**config.mk**
```make
export PLATFORM = sky130hd
export DESIGN_NAME = srh_reset_ctl
export DESIGN_NICKNAME = d
export VERILOG_FILES = /design/src/rtl/srh_pkg.sv /design/src/rtl/srh_host_regs.sv /design/src/rtl/srh_rst_seq.sv /design/src/rtl/srh_cfg_load.sv /design/src/rtl/srh_reset_ctl.sv
export SDC_FILE = /design/constraint.sdc
export NUM_CORES = 1
export LEC_CHECK = 0
export ABC_AREA = 1
export BUFFER_PORTS_ARGS = -buffer_cell sky130_fd_sc_hd__buf_4
export CORE_MARGIN = 3
export CORE_UTILIZATION = 32
export DETAILED_ROUTE_END_ITERATION = 6
export PLACE_DENSITY = 0.77
export SLEW_MARGIN = 20
export SYNTH_ARGS = -nofsm -noshare
export SYNTH_HDL_FRONTEND = slang
export SYNTH_SLANG_ARGS = --single-unit
```
**constraint.sdc**
```tcl
create_clock -name clk -period 0.9 [get_ports clk]
set_input_delay 0.135 -clock clk [delete_from_list [all_inputs] [get_ports clk]]
set_output_delay 0.135 -clock clk [all_outputs]
set_load 0.1 [all_outputs]
```
**src/rtl/srh_pkg.sv**
```systemverilog
package srh_pkg;
  typedef enum logic [1:0] {
    SEL_NONE = 2'd0,
    SEL_SOFT = 2'd1,
    SEL_HALT = 2'd2
  } reg_sel_e;
endpackage

```
**src/rtl/srh_host_regs.sv**
```systemverilog
module srh_host_regs
  import srh_pkg::*;
#(
  parameter int ADDR_W    = 4,
  parameter int DATA_W    = 32,
  parameter int SOFT_ADDR = 0,
  parameter int HALT_ADDR = 1
) (
  input  logic              clk,
  input  logic              rst,
  input  logic              wr_en,
  input  logic              rd_en,
  input  logic [ADDR_W-1:0] addr,
  input  logic [DATA_W-1:0] wdata,
  input  logic              strap_in,
  output logic              soft_q,
  output logic              halt_q,
  output logic [DATA_W-1:0] rdata,
  output logic              rvalid
);
  localparam logic [ADDR_W-1:0] SOFT_A = ADDR_W'(SOFT_ADDR);
  localparam logic [ADDR_W-1:0] HALT_A = ADDR_W'(HALT_ADDR);

  reg_sel_e sel;

  always_comb begin
    if (addr == SOFT_A)      sel = SEL_SOFT;
    else if (addr == HALT_A) sel = SEL_HALT;
    else                     sel = SEL_NONE;
  end

  // Register bits are cleared only by hardware reset; soft reset never reaches them.
  always_ff @(posedge clk) begin
    if (rst) begin
      soft_q <= 1'b0;
      halt_q <= ~strap_in;   // strap only matters while reset is held
    end else if (wr_en) begin
      case (sel)
        SEL_SOFT: soft_q <= wdata[0];
        SEL_HALT: halt_q <= wdata[0];
        default:  ;
      endcase
    end
  end

  always_ff @(posedge clk) begin
    if (rst) begin
      rvalid <= 1'b0;
      rdata  <= '0;
    end else begin
      rvalid <= rd_en;
      if (rd_en) begin
        case (sel)
          SEL_SOFT: rdata <= DATA_W'(soft_q);
          SEL_HALT: rdata <= DATA_W'(halt_q);
          default:  rdata <= '0;
        endcase
      end
    end
  end
endmodule

```
**src/rtl/srh_rst_seq.sv**
```systemverilog
module srh_rst_seq #(
  parameter int NUM_CLK      = 4,
  parameter int HOST_CLK_IDX = 0,
  parameter int HOLD_CYC     = 4
) (
  input  logic               clk,
  input  logic               rst,
  input  logic               soft_q,
  output logic               core_rst,
  output logic [NUM_CLK-1:0] clk_en
);
  localparam int CNT_W = $clog2(HOLD_CYC + 1);
  localparam logic [CNT_W-1:0] HOLD_V = CNT_W'(HOLD_CYC);

  logic [CNT_W-1:0] cnt_q, cnt_d;

  // The counter reloads while soft reset is held and counts down once it is released.
  always_comb begin
    if (soft_q)            cnt_d = HOLD_V;
    else if (cnt_q != '0)  cnt_d = cnt_q - 1'b1;
    else                   cnt_d = '0;
  end

  always_ff @(posedge clk) begin
    if (rst) begin
      cnt_q    <= HOLD_V;
      core_rst <= 1'b1;
    end else begin
      cnt_q    <= cnt_d;
      core_rst <= (cnt_d != '0);
    end
  end

  for (genvar i = 0; i < NUM_CLK; i++) begin : g_en
    if (i == HOST_CLK_IDX) begin : g_host
      always_ff @(posedge clk) clk_en[i] <= 1'b1;
    end else begin : g_core
      always_ff @(posedge clk) begin
        if (rst) clk_en[i] <= 1'b0;
        else     clk_en[i] <= ~soft_q;
      end
    end
  end
endmodule

```
**src/rtl/srh_cfg_load.sv**
```systemverilog
module srh_cfg_load (
  input  logic clk,
  input  logic rst,
  output logic load_req
);
  logic pend_q;

  always_ff @(posedge clk) begin
    if (rst) begin
      pend_q   <= 1'b1;
      load_req <= 1'b0;
    end else begin
      load_req <= pend_q;
      pend_q   <= 1'b0;
    end
  end
endmodule

```
**src/rtl/srh_reset_ctl.sv**
```systemverilog
module srh_reset_ctl #(
  parameter int ADDR_W       = 4,
  parameter int DATA_W       = 32,
  parameter int NUM_CLK      = 4,
  parameter int HOST_CLK_IDX = 0,
  parameter int HOLD_CYC     = 4,
  parameter int SOFT_ADDR    = 0,
  parameter int HALT_ADDR    = 1
) (
  input  logic               clk,
  input  logic               rst,
  input  logic               host_wr_en,
  input  logic               host_rd_en,
  input  logic [ADDR_W-1:0]  host_addr,
  input  logic [DATA_W-1:0]  host_wdata,
  output logic [DATA_W-1:0]  host_rdata,
  output logic               host_rvalid,
  input  logic               boot_strap,
  output logic               core_rst,
  output logic [NUM_CLK-1:0] clk_en,
  output logic               cpu_halt,
  output logic               cfg_load_req
);
  logic soft_bit;
  logic halt_bit;

  srh_host_regs #(
    .ADDR_W(ADDR_W), .DATA_W(DATA_W),
    .SOFT_ADDR(SOFT_ADDR), .HALT_ADDR(HALT_ADDR)
  ) u_regs (
    .clk(clk), .rst(rst),
    .wr_en(host_wr_en), .rd_en(host_rd_en),
    .addr(host_addr), .wdata(host_wdata),
    .strap_in(boot_strap),
    .soft_q(soft_bit), .halt_q(halt_bit),
    .rdata(host_rdata), .rvalid(host_rvalid)
  );

  srh_rst_seq #(
    .NUM_CLK(NUM_CLK), .HOST_CLK_IDX(HOST_CLK_IDX), .HOLD_CYC(HOLD_CYC)
  ) u_seq (
    .clk(clk), .rst(rst), .soft_q(soft_bit),
    .core_rst(core_rst), .clk_en(clk_en)
  );

  srh_cfg_load u_load (
    .clk(clk), .rst(rst), .load_req(cfg_load_req)
  );

  assign cpu_halt = halt_bit;
endmodule

```
# After elaboration in Yosys (flattened, before gate mapping)
# Cells that the tools add are included.
# word_totals
output_inout_bits,40
inputBits,41
wordCells,31
reg_bits,42
# op_classes
bitwise,2
add_sub_neg,1
n_reduce_logical,7
n_eq_ne,3
muxes,9
# op_table
cell,count
two-way mux 3 bit,2
nonzero test 3 bit,2
== test 4 x 1 -> 1 bit (second input constant),1
zero test 4 bit,1
two-way mux 1 bit,4
two-way mux 2 bit,2
AND reduction 2 bit,2
nonzero test 2 bit,2
subtractor 3 x 1 -> 3 bit (second input constant),1
== test 2 x 1 -> 1 bit (second input constant),1
== test 2 bit (second input constant),1
inverter 1 bit,2
case mux 1 bit (2 select lines),1

# Logic depth before layout (Yosys ltp)
# depth
depth_word,7
ltp_mapped,6
mapped_depth_nobuf,6

# Cells and area by module
# Synthesis repeated with hierarchy kept, for this count alone.
# unflattened
hier_cells,85
area_unflattened_um2,664.4
# modules_own_cells
mod,seq_area_each_um2,cells_each,instances,area_each_um2
srh_host_regs,90.1,60,1,431.7
srh_rst_seq,100.1,21,1,182.7
srh_cfg_load,40.0,4,1,50.0

# Least setup slack after synthesis
# No wires, ideal clock.
# synth_timing
kind,reg-to-output
startpoint,"register, netlist name u_seq.clk_en[3]"
endpoint,output port clk_en[2]
required_ns,0.765
stages_incl_launch_ff,2
t_arrival_ns,1.374
n_path_buf,1
setup_slack_ns,-0.609
path_cell_list,dfxtp_1 -> buf_4
# synth_lines
item,line,rtl
"end, declared",srh_reset_ctl.sv:20,"output logic [NUM_CLK-1:0] clk_en,"

# Worst setup path in the final report
# layout_timing
startpoint,register u_regs.halt_q
endpoint,output port cpu_halt
# layout_lines
item,line,rtl
"start, declared",srh_host_regs.sv:17,"output logic halt_q,"
"start signal, assigned",srh_host_regs.sv:36,halt_q <= ~strap_in;
"start signal, assigned",srh_host_regs.sv:40,SEL_HALT: halt_q <= wdata[0];
"end, declared",srh_reset_ctl.sv:21,"output logic cpu_halt,"
# No word-level cell between the ends.

==> metrics.md <==
| Metric | Value |
|---|---|
| Ys Warns | 0 |
| Grt total ovfl | 0 |
| Cells along the critical path | buf_8 |
| Largest cells by area after synthesis | buf_4, dfxtp_1, nor2_1, nand2_1, edfxtp_1 |
| # Max-Cap Violations | 0 |
| Number of global-route vias before repair | 367 |
| Crit path arrival time | 0.90 ns |
| Reg-to-reg slack, setup | -0.11 ns |
| Critical-path top delay cell | edfxtp_1 |
| # rows | 15 |
| Syn Inst Count | 84 |
| Fin crit share | 1.153 |
| Dpl hpwl | 817.8 um |
| Fill count | 194 |
| Bufs on Longest Clock Path | 2 |
| Die area | 0.002650 sq mm |
| Crit-path max cell delay | 0.43 ns |
| Yosys cell types | 15 |
| Min-Delay Path Class | in2reg |
| I/O pins | 81 |
| Place WS | 0.06270 ns |
| Hold Crit Start | rst |
| Initial antenna violation count | 0 |
| Hold path depth | 1 |
| RR Startpoint | u_regs.halt_q$_DFFE_PP_ |
| Root Driver | clkbuf_4 |
| # DRC | 0 |
| Pwr Total | 0.001897 W |
| Chip Width | 51.48 um |
| Nets | 146 |
| GP Congestion | 0.7235 |
| Global-route usage over all layers | 0.07860 |
| F_max | 963.7 MHz |
| Setup violations, final | 8 |
| Worst Reg2Reg Path Length in Cells | 6 |
| Routed WL per cell | 8.171 um |
| Failing checks | negative setup slack |
| Status | finished with violations |
| Synth area leader | buf_4 |
| #FFs+latches synth | 11 |
| CP startpoint kind | register |
| Final instance area | 839.6 sq um |
| Ant diodes | 0 |
| Max-slew violation count | 0 |
| CTS tree | built |
| Hold Crit Endpoint | u_load.pend_q$_DFF_P_ |
| Vias per Instance | 3.519 |
| Clock sinks | 11 |
| Global-route wire length before repair | 1.552 mm |
| Area of the multi-input gates | 267.8 sq um |
| Crit-path leading delay family | flip-flops |
| Crit-path max FO | 2 |
| Layout area overhead | 26.84% |
| Clock Latency Late Sink | 0.26 ns |
| Setup TNS | -0.4890 ns |
| Buf/Inv on CP | 1 |
| Share of cells above drive strength 1 | 0.3462 |
| CTS H-tree lvls | 1 |
| Routed WL | 1.054 mm |
| DRT Pass-1 Iters | 4 |
| Most frequent cells in the layout | conb_1, buf_4, nor2_1 |
| Largest net degree at the start of global routing | 7 |
| Leak | 0.4394 nW |
| Post-synth top area share | 0.3856 |
| Final Worst Setup Slack | -0.1377 ns |
| Antenna-violating nets left | 0 |
| Worst VDD drop | 1040 uV |
| Register area | 239.0 sq um |
| Initial Util | 0.3599 |
| Crit Path Category | reg2out |
| CTS buffer count | 3 |
| Most common cell after layout, fill and taps aside | conb_1 |
| Core ar. | 0.001839 sq mm |
| PD cells | 2259 mW/mm^2 |
| Clock Skews | 0.01113 ns |
| RSZ-0062 raised after global routing | true |
| WP data required | 0.76 ns |
| Clock-pin slew on the worst setup and hold paths | 0.08 ns |
| Post-Place Cell Area | 693.2 sq um |
| R2R Path End | u_regs.rdata[0]$_SDFFE_PP0P_ |
| Hold_ws | 0.02258 ns |
| Hold Vio Cnt, Final | 0 |
| Post-Syn Area | 661.9 sq um |
| Crit path time final | 1.038 ns |
| CP Capture Type | output port |
| Syn Area/Cell | 7.880 sq um |
| # port buffers | 17 |
| Via Count | 454 |
| Die Ht | 51.48 um |
| Drt initial violations | 2 |
| Sequential cell area fraction in the yosys report | 0.3478 |
==> state kept, by name, summed over array words and instances, names as in the netlist <==
signal and cells:
u_seq.cnt_q 3, u_regs.halt_q 1, u_load.pend_q 1, u_load.load_req 1, u_seq.core_rst 1, u_regs.rvalid 1
u_seq.clk_en 1, u_regs.rdata 1, u_regs.soft_q 1
==> cells in the mapped netlist <==
library cell  number
a21oi_2            1
buf_4             34
conb_1             2
dfxtp_1           10
edfxtp_1           1
inv_1              5
inv_2              2
nand2_1            9
nand3_1            4
nand3_2            1
nor2_1            10
nor2_2             2
nor3_2             1
o21ai_0            1
o21ai_1            1
==> report_power, final <==
group	total, W	internal (W)	switching, W	leakage [nW]
combinational	0.000989	0.000158	0.000832	0.331
sequential	0.000579	0.000539	0.0000397	0.0939
clock	0.000328	0.000171	0.000157	0.0150
==> stage by stage <==
stage,instances,utilization
floorplan,114,-
global placement,123,0.3769
detailed placement,123,0.3769
CTS,128,0.4476
global route,129,0.4565
finish,129,0.4565
==> cell families after synthesis <==
logic type	after synthesis	share of synthesized area
buffers and inverters	41	0.4253
flip-flops	11	0.3478
other	2	0.01135
AO/OA/AOI/OAI	3	0.02834
AND/OR/NAND/NOR	27	0.1871
==> routing by layer <==
layer / track usage / share of wire / vias to the layer above
li1: - / - / 228
met1: 0.07746 / 0.29 / 198
met4: 0.02620 / 0 / 0
met3: 0.03499 / 0.12 / 0
met5: 0 / 0 / -
met2: 0.1441 / 0.59 / 28
==> what timing repair did <==
| action | in CTS | in global routing |
|---|---|---|
| pin swaps | 0 | 2 |
| hold buffers | 0 | 0 |
| setup endpoints to repair | 8 | 9 |
| gates resized for setup | 24 | 2 |
| endpoints found under the hold margin | 0 | 0 |
| setup buffers | 1 | 1 |
==> worst max path at each step <==
stage,cells after the start,slack [ns],startpoint,end
final,1,-0.14,u_regs.halt_q$_DFFE_PP_,cpu_halt
after global routing,1,-0.17,u_regs.halt_q$_DFFE_PP_,cpu_halt
after CTS,1,-0.12,u_regs.halt_q$_DFFE_PP_,cpu_halt
after detailed placement,4,0.06,host_addr[1],u_regs.halt_q$_DFFE_PP_
after global placement,4,0.08,host_addr[1],u_regs.halt_q$_DFFE_PP_
after floorplan,4,-0.39,u_regs.halt_q$_DFFE_PP_,u_regs.rdata[0]$_SDFFE_PP0P_
==> worst register-to-register path, stage by stage (launching register included) <==
cell      delay (ns)
edfxtp_1        0.43
buf_4           0.16
buf_6           0.10
nand3_2         0.05
nand3_1         0.07
nand2_1         0.06
inv_1           0.03
==> layout make-up <==
class,count,area share
clock buffers,4,0.03130
inverters,7,0.03130
multi-input cells,62,0.3189
flip-flops and latches,11,0.2846
well taps,25,0.03726
repair buffers,20,0.2966
Note: power is estimated with default switching activity, not from simulation.
